File: src/rtl/chain_collector_pkg.sv
package chain_collector_pkg;

    localparam int WORD_W = 24;
    localparam int BIT_W  = $clog2(WORD_W);

    typedef enum logic [1:0] {
        ST_ARM  = 2'd0,   // waiting for ready line to be high
        ST_IDLE = 2'd1,   // armed, waiting for ready line to fall
        ST_XFER = 2'd2    // serial burst in progress
    } cc_state_e;

    typedef struct packed {
        cc_state_e state;
        logic      cs_n;
        logic      err;
    } cc_ctrl_t;

endpackage

File: src/rtl/cc_sclk_gen.sv
module cc_sclk_gen #(
    parameter int SCLK_DIV = 2
) (
    input  logic clk,
    input  logic rst_n,
    input  logic en_i,
    output logic sclk_o,
    output logic rise_o
);
    localparam int CNT_W = (SCLK_DIV > 1) ? $clog2(SCLK_DIV) : 1;
    localparam logic [CNT_W-1:0] CNT_LAST = CNT_W'(SCLK_DIV - 1);

    typedef struct packed {
        logic [CNT_W-1:0] cnt;
        logic             sclk;
    } gen_t;

    gen_t gen_d, gen_q;

    always_comb begin
        gen_d = gen_q;
        if (!en_i) begin
            gen_d.cnt  = '0;
            gen_d.sclk = 1'b1;
        end else if (gen_q.cnt == CNT_LAST) begin
            gen_d.cnt  = '0;
            gen_d.sclk = ~gen_q.sclk;
        end else begin
            gen_d.cnt = gen_q.cnt + 1'b1;
        end
    end

    always_ff @(posedge clk or negedge rst_n) begin
        if (!rst_n) begin
            gen_q.cnt  <= '0;
            gen_q.sclk <= 1'b1;
        end else begin
            gen_q <= gen_d;
        end
    end

    assign sclk_o = gen_q.sclk;
    assign rise_o = en_i && (gen_q.cnt == CNT_LAST) && !gen_q.sclk;

endmodule

File: src/rtl/cc_deser.sv
module cc_deser
    import chain_collector_pkg::*;
#(
    parameter int NUM_DEV = 3,
    parameter int CHAN_W  = 2
) (
    input  logic              clk,
    input  logic              rst_n,
    input  logic              clr_i,
    input  logic              shift_i,
    input  logic              bit_i,
    output logic              last_o,
    output logic [WORD_W-1:0] word_o,
    output logic [CHAN_W-1:0] chan_o,
    output logic              valid_o
);
    localparam logic [BIT_W-1:0]  BIT_LAST  = BIT_W'(WORD_W - 1);
    localparam logic [CHAN_W-1:0] CHAN_LAST = CHAN_W'(NUM_DEV - 1);

    typedef struct packed {
        logic [WORD_W-1:0] sr;
        logic [BIT_W-1:0]  bitc;
        logic [CHAN_W-1:0] chan;
        logic [WORD_W-1:0] word;
        logic [CHAN_W-1:0] wchan;
        logic              valid;
    } des_t;

    des_t des_d, des_q;
    logic [WORD_W-1:0] shifted;

    assign shifted = {des_q.sr[WORD_W-2:0], bit_i};

    always_comb begin
        des_d       = des_q;
        des_d.valid = 1'b0;
        if (clr_i) begin
            des_d.bitc = '0;
            des_d.chan = '0;
        end else if (shift_i) begin
            des_d.sr = shifted;
            if (des_q.bitc == BIT_LAST) begin
                des_d.bitc  = '0;
                des_d.word  = shifted;
                des_d.wchan = des_q.chan;
                des_d.valid = 1'b1;
                des_d.chan  = (des_q.chan == CHAN_LAST) ? '0 : des_q.chan + 1'b1;
            end else begin
                des_d.bitc = des_q.bitc + 1'b1;
            end
        end
    end

    always_ff @(posedge clk or negedge rst_n) begin
        if (!rst_n) begin
            des_q <= '0;
        end else begin
            des_q <= des_d;
        end
    end

    assign last_o  = shift_i && !clr_i && (des_q.bitc == BIT_LAST) && (des_q.chan == CHAN_LAST);
    assign word_o  = des_q.word;
    assign chan_o  = des_q.wchan;
    assign valid_o = des_q.valid;

endmodule

File: src/rtl/chain_collector.sv
module chain_collector
    import chain_collector_pkg::*;
#(
    parameter int NUM_DEV  = 3,
    parameter int SCLK_DIV = 2,
    parameter int CHAN_W   = (NUM_DEV > 1) ? $clog2(NUM_DEV) : 1
) (
    input  logic              clk,
    input  logic              rst_n,
    input  logic              cs_en_i,
    input  logic              drdy_n_i,
    input  logic              sdo_i,
    output logic              sclk_o,
    output logic              cs_n_o,
    output logic [WORD_W-1:0] word_o,
    output logic [CHAN_W-1:0] chan_o,
    output logic              word_valid_o,
    output logic              err_o
);
    cc_ctrl_t ctl_d, ctl_q;
    logic     sclk_en;
    logic     rise;
    logic     last_bit;

    // Burst clock runs only in a transfer and stops at once when ready is withdrawn.
    assign sclk_en = (ctl_q.state == ST_XFER) && !drdy_n_i;

    always_comb begin
        ctl_d     = ctl_q;
        ctl_d.err = 1'b0;
        unique case (ctl_q.state)
            ST_ARM:  if (drdy_n_i)  ctl_d.state = ST_IDLE;
            ST_IDLE: if (!drdy_n_i) ctl_d.state = ST_XFER;
            ST_XFER: begin
                if (last_bit) begin
                    ctl_d.state = ST_ARM;
                end else if (drdy_n_i) begin
                    ctl_d.state = ST_IDLE;
                    ctl_d.err   = 1'b1;
                end
            end
            default: ctl_d.state = ST_ARM;
        endcase
        ctl_d.cs_n = cs_en_i ? (ctl_d.state != ST_XFER) : 1'b0;
    end

    always_ff @(posedge clk or negedge rst_n) begin
        if (!rst_n) begin
            ctl_q.state <= ST_ARM;
            ctl_q.cs_n  <= 1'b1;
            ctl_q.err   <= 1'b0;
        end else begin
            ctl_q <= ctl_d;
        end
    end

    cc_sclk_gen #(
        .SCLK_DIV (SCLK_DIV)
    ) u_sclk (
        .clk    (clk),
        .rst_n  (rst_n),
        .en_i   (sclk_en),
        .sclk_o (sclk_o),
        .rise_o (rise)
    );

    cc_deser #(
        .NUM_DEV (NUM_DEV),
        .CHAN_W  (CHAN_W)
    ) u_deser (
        .clk     (clk),
        .rst_n   (rst_n),
        .clr_i   (ctl_q.state != ST_XFER),
        .shift_i (rise),
        .bit_i   (sdo_i),
        .last_o  (last_bit),
        .word_o  (word_o),
        .chan_o  (chan_o),
        .valid_o (word_valid_o)
    );

    assign cs_n_o = ctl_q.cs_n;
    assign err_o  = ctl_q.err;

endmodule

File: config.mk
export PLATFORM = sky130hd
export DESIGN_NAME = chain_collector
export DESIGN_NICKNAME = d
export VERILOG_FILES = /design/src/rtl/chain_collector_pkg.sv /design/src/rtl/cc_sclk_gen.sv /design/src/rtl/cc_deser.sv /design/src/rtl/chain_collector.sv
export SDC_FILE = /design/constraint.sdc
export NUM_CORES = 1
export LEC_CHECK = 0
export BUFFER_PORTS_ARGS = -buffer_cell sky130_fd_sc_hd__buf_4
export CORE_AREA = 2 2 73 75
export CTS_BUF_LIST = sky130_fd_sc_hd__clkbuf_8
export DETAILED_ROUTE_END_ITERATION = 7
export DIE_AREA = 0 0 75 77
export GPL_TIMING_DRIVEN = 0
export PLACE_DENSITY = 0.79
export REMOVE_ABC_BUFFERS = 1
export SLEW_MARGIN = 20
export SYNTH_ARGS = -nofsm -noshare
export SYNTH_HDL_FRONTEND = slang
export SYNTH_HIERARCHICAL = 1
export SYNTH_SLANG_ARGS = --single-unit
File: constraint.sdc
create_clock -name clk -period 2.73 [get_ports clk]
set_input_delay 0.4095 -clock clk [delete_from_list [all_inputs] [get_ports clk]]
set_output_delay 0.4095 -clock clk [all_outputs]
set_load 0.02 [all_outputs]
* After elaboration in Yosys (flattened, before gate mapping) *
Cells that the tools add are included.

storage, ports and cells
  bits in registers = 63
  bits of input ports = 5
  output and inout port bits = 30
  logic and storage cells = 55

cells by class
  $add $sub $neg = 3
  equality and inequality tests = 7
  multiplexer cells = 17
  bitwise operators = 2
  reduce and logical (&&, ||, !) cells = 15

operators with widths
  kind                                                                   count
  34-bit two-way mux                                                     1
  29-bit two-way mux                                                     1
  2-bit two-way mux                                                      5
  1-bit two-way mux                                                      7
  7-bit two-way mux                                                      1
  1-bit logical AND                                                      6
  2-bit inequality test, second input constant                           3
  2-bit one-hot mux with 3 select lines                                  1
  5-bit by 1-bit adder with 5-bit output, second input constant          1
  5-bit equality test, second input constant                             1
  5-bit two-way mux                                                      1
  2-bit equality test, second input constant                             2
  2-bit AND reduction                                                    2
  2-bit nonzero test                                                     2
  1-bit zero test                                                        3
  3-bit AND reduction                                                    1
  2-bit by 1-bit adder with 2-bit output, second input constant          1
  2-bit by 1-bit equality test with 1-bit output, second input constant  1
  2-bit zero test                                                        1
  1-bit inverter                                                         2
  1-bit adder, second input constant                                     1

* Depth between registers and ports, before layout *
  depth after elaboration = 11
  gate-level depth with buffers = 10
  gate-level depth less buffers = 9

* By module *
Netlist, hierarchy kept.

modules (own cells, without submodules)
  module           times used  cells each  area each (µm²)  sequential area each (µm²)
  cc_deser         1           171         2,436.1          1,426.4
  chain_collector  1           12          157.7            101.3
  cc_sclk_gen      1           7           80.1             51.3

* Least setup slack after synthesis *
Ideal clock, no wire load.

  path kind = register to register
  from = reg ctl_q[2] (netlist bit)
  to = reg ctl_q[2] (netlist bit)
  library setup time = 120 ps
  arrival time = 2,112 ps
  required time = 2,610 ps
  setup slack = 498 ps
  cell stages (with the launch flop) = 11
  path buffers = 1
  period minus slack after synthesis = 2,232 ps
  cell sequence = dfrtp_1 > nand2b_1 > nor2_1 > nand2_1 > nor2_1 > nand2_2 > nor3_4 > buf_6 > and3_1 > o21ai_0 > and2_2

RTL lines
  element                 RTL line               RTL
  from (decl)             chain_collector.sv:20  cc_ctrl_t ctl_d, ctl_q;
  from (signal assigned)  chain_collector.sv:53  ctl_q <= ctl_d;

* Worst setup path in the final report *
  from = reg ctl_q[2] (netlist bit)
  to = reg u_deser/des_q[35] (netlist bit)

on the way
  cells in the longest elaborated chain, start to end = 5

ends and longest elaborated chain
  element                               RTL line               RTL
  2-bit equality test                   chain_collector.sv:26  assign sclk_en = (ctl_q.state == ST_XFER) && !drdy_n_i;
  1-bit logical AND                     chain_collector.sv:26
  named net sclk_en                     chain_collector.sv:21  logic sclk_en;
  1-bit logical AND (2 in series)       cc_sclk_gen.sv:43      assign rise_o = en_i && (gen_q.cnt == CNT_LAST) && !gen_q.sclk;
  named net rise                        chain_collector.sv:22  logic rise;
  2-bit AND reduction (no source line)  --
  to (signal assigned)                  cc_deser.sv:58         des_q <= des_d;
  to (decl)                             cc_deser.sv:29         des_t des_d, des_q;

The timed path passes the listed nets, and every way through them passes these cells.
A chain may end at the register's enable or synchronous reset.

==> impl_metrics.ini <==
[outcome]
outcome = completed

[setup_path]
r2r_setup_slack_ns = 0.24
crit_family = simple AND/OR/NAND/NOR gates
critical_path_class = reg -> reg
rr_worst_depth = 6
start_kind = register
r2r_end = u_deser/des_q[35]$_DFFE_PN0N_
r2r-start = ctl_q[2]$_DFF_PN0_
cp-end-kind = register
crit_path_max_incr_delay_ns = 0.66
cp_data_required_time_ns = 2.96
cp_max_fo = 13
worst-path-buf-inv = 0
critical_path.slowest_cell = nor2b_2
worstPathCellList = nand2b_2, nor2_1, nand2_1, nor2_2, nor2b_2, mux2_2
arrival_ns = 2.72

[synthesis]
async_reset_ff_share_pct = 100
yosys_warnings = 6
synth-edff-count = 0
synth_area_per_cell_um2 = 14.1
syn_area_um2 = 2670
synth_cells = 190
yosysUniqueCellTypes = 32
ys.flop_type = dfrtp_1
synth_top_area_share_pct = 57.1
yosys.area.top_type = dfrtp_1
ys_ff_latch = 63
ys_seq_area_share_pct = 59.1
synth_area_leaders = dfrtp_1 (57%), mux2_2 (21%), buf_4 (7.3%)

[power]
ir_drop_v = 0.000342
power.density_nw_per_um2 = 586
power_uw = 1780
power_leakage_uw = 0.00158

[job]
maxCapViolCount = 0

[final_layout]
fin_nets = 214
n_antenna_cell = 0
multi_input_area_um2 = 867
area_growth_pct = 13.7
fillCellCount = 405
seqCellArea_um2 = 1580
drive_gt1_share_pct = 53.5

[floorplanning]
die_w_um = 75
ios = 35
core-area_um2 = 4980
start_util_pct = 53.7
dieArea_um2 = 5780
die-height_um = 77
rows = 26

[clocking]
cts_root_buffer = clkbuf_8
clk_latency_ns = 0.34
cts_buffers = 9
cts_sinks = 63
clk_pin_slew_worst_paths_ns = 0.07
htreeDepth = 3
cts_buffer_depth = 2
cts_tree = yes
hold_buffers = 0

[placed_design]
dp_hpwl_um = 2590
portBuffers = 34
globalplace.congestion = 0.675

[detailed_routing]
vias = 1432
drt-initial-drc-count = 118
avgViaCountPerCell = 5.06
drc = 0
drt.antenna.violating_nets = 0
wire_per_inst_um = 14.6
firstDrtPassIters = 4
wl_um = 4140

[timing]
setup_viol = 0
relSlewSlack_pct = 49.0
rsz0062_at_grt = no
worst_pin_slew_ns = 0.765
hold_viol_final = 0
fmax_mhz = 401
slew_violations = 0
holdWs_ns = 0.139
skew_ns = 0.00452
finalCritPeriodShare_pct = 91.3
period_needed_ns = 2.49

[global_routing]
grt_max_degree = 64
grt_util_all_layers_pct = 16.1
grt_pass1_wl_um = 6920
grt_pass1_vias = 1467
antenna_found_initial = 0
grt_overflow = 0

[hold_path]
hp-class = in -> async
[repair_timing]
action | 4_1_cts | 5_1_grt
gates resized for setup | 1 | 1
gates cloned | 0 | 1
buffers inserted | 2 | 0
pin swaps | 1 | 0
setup endpoints to repair | 23 | 2
[synthesized netlist by cell type (2+ instances only)]
cell type and instances:
buf_4 26, nor2b_1 2, inv_1 3, nor2_1 5, nand2_1 5, dfrtp_1 61, buf_2 3, xnor2_1 2
o21ai_0 6, nand3_1 2, mux2_2 49, a21oi_1 2, buf_6 2, and3_1 2, or4_1 2, dfstp_2 2
[power by group]
group | switching [uW] | internal (uW)
logic | 30.4 | 12.0
registers | 3.17 | 939
clock network | 376 | 422
total | 409 | 1370
[worst reg2reg max path, cell delays in order, from the launching register on]
cell	delay [ns]
dfrtp_1	0.39
nand2b_2	0.34
nor2_1	0.23
nand2_1	0.09
nor2_2	0.26
nor2b_2	0.66
mux2_2	0.41
[worst max-delay path by stage]
stage                             startpoint                             to  slack (ns)  cells past startpoint
after floorplan           ctl_q[2]$_DFF_PN0_  u_deser/des_q[34]$_DFFE_PN0N_       -0.11                      6
after global placement    ctl_q[2]$_DFF_PN0_  u_deser/des_q[30]$_DFFE_PN0P_       -0.93                      7
after detailed placement  ctl_q[2]$_DFF_PN0_             ctl_q[2]$_DFF_PN0_       -0.17                     10
after CTS                 ctl_q[2]$_DFF_PN0_  u_deser/des_q[30]$_DFFE_PN0P_        0.13                      7
after global routing      ctl_q[2]$_DFF_PN0_             ctl_q[2]$_DFF_PN0_        0.05                     10
final                     ctl_q[2]$_DFF_PN0_  u_deser/des_q[35]$_DFFE_PN0N_        0.24                      6
[flip-flops by register name (all words and copies together) (netlist names)]
name             count
u_deser/word_o      24
u_sclk/gen_q         1
u_deser/chan_o       2
u_deser/valid_o      1
u_deser/des_q       30
u_sclk/sclk_o        1
ctl_q                2
cs_n_o               1
err_o                1
[final cells by class]
type / count / share of cell area, %
clock buffers: 9 / 4.08
clock inverters: 7 / 2.43
repair buffers: 38 / 9.76
well taps: 70 / 2.88
multi-input cells: 93 / 28.5
flip-flops and latches: 63 / 52.0
inverters: 3 / 0.371
[per-stage QoR]
| stage | utilization (%) | TNS [ns] | std cells | area [um^2] | setup slack, ns |
|---|---|---|---|---|---|
| 4_1_cts | 60.8 | 0 | 282 | 3030 | 0.129 |
| 3_5_place_dp | 56.5 | -0.190 | 264 | 2810 | -0.169 |
| 2_1_floorplan | - | -2.67 | 158 | 2440 | -0.105 |
| 6_report | 61.1 | 0 | 283 | 3040 | 0.237 |
| 3_3_place_gp | 55.8 | -28.75 | 262 | 2780 | -0.932 |
| 5_1_grt | 61.1 | 0 | 283 | 3040 | 0.0507 |
[per-layer routing]
layer | part of all wire [%] | GRT usage, %
met1 | 44 | 21.0
met2 | 50 | 23.6
met3 | 4.1 | 4.20
met4 | 2.3 | 10.2
met5 | 0 | 0
[kinds of logic after synthesis]
logic type | count (synthesis) | synth area share, %
flops | 63 | 59.1
mux | 50 | 21.0
buf+inv | 35 | 9.31
simple gates | 28 | 7.02
compound gates | 11 | 2.48
xor+xnor | 2 | 0.655
fa+ha+maj | 1 | 0.468
[cells in the final DEF, fill, tap and decap left out, types with 2 or more instances in the layout]
| cell | instances |
|---|---|
| xnor2_1 | 2 |
| nand2_1 | 5 |
| dfrtp_1 | 61 |
| a21oi_1 | 2 |
| nand3_1 | 2 |
| nor2_1 | 4 |
| buf_4 | 36 |
| clkinv_4 | 3 |
| clkbuf_8 | 9 |
| or4_1 | 2 |
| inv_1 | 3 |
| dfstp_2 | 2 |
| and3_1 | 2 |
| clkinv_2 | 2 |
| mux2_2 | 49 |
| o21ai_0 | 6 |
Power figures use the tool's default switching activity.
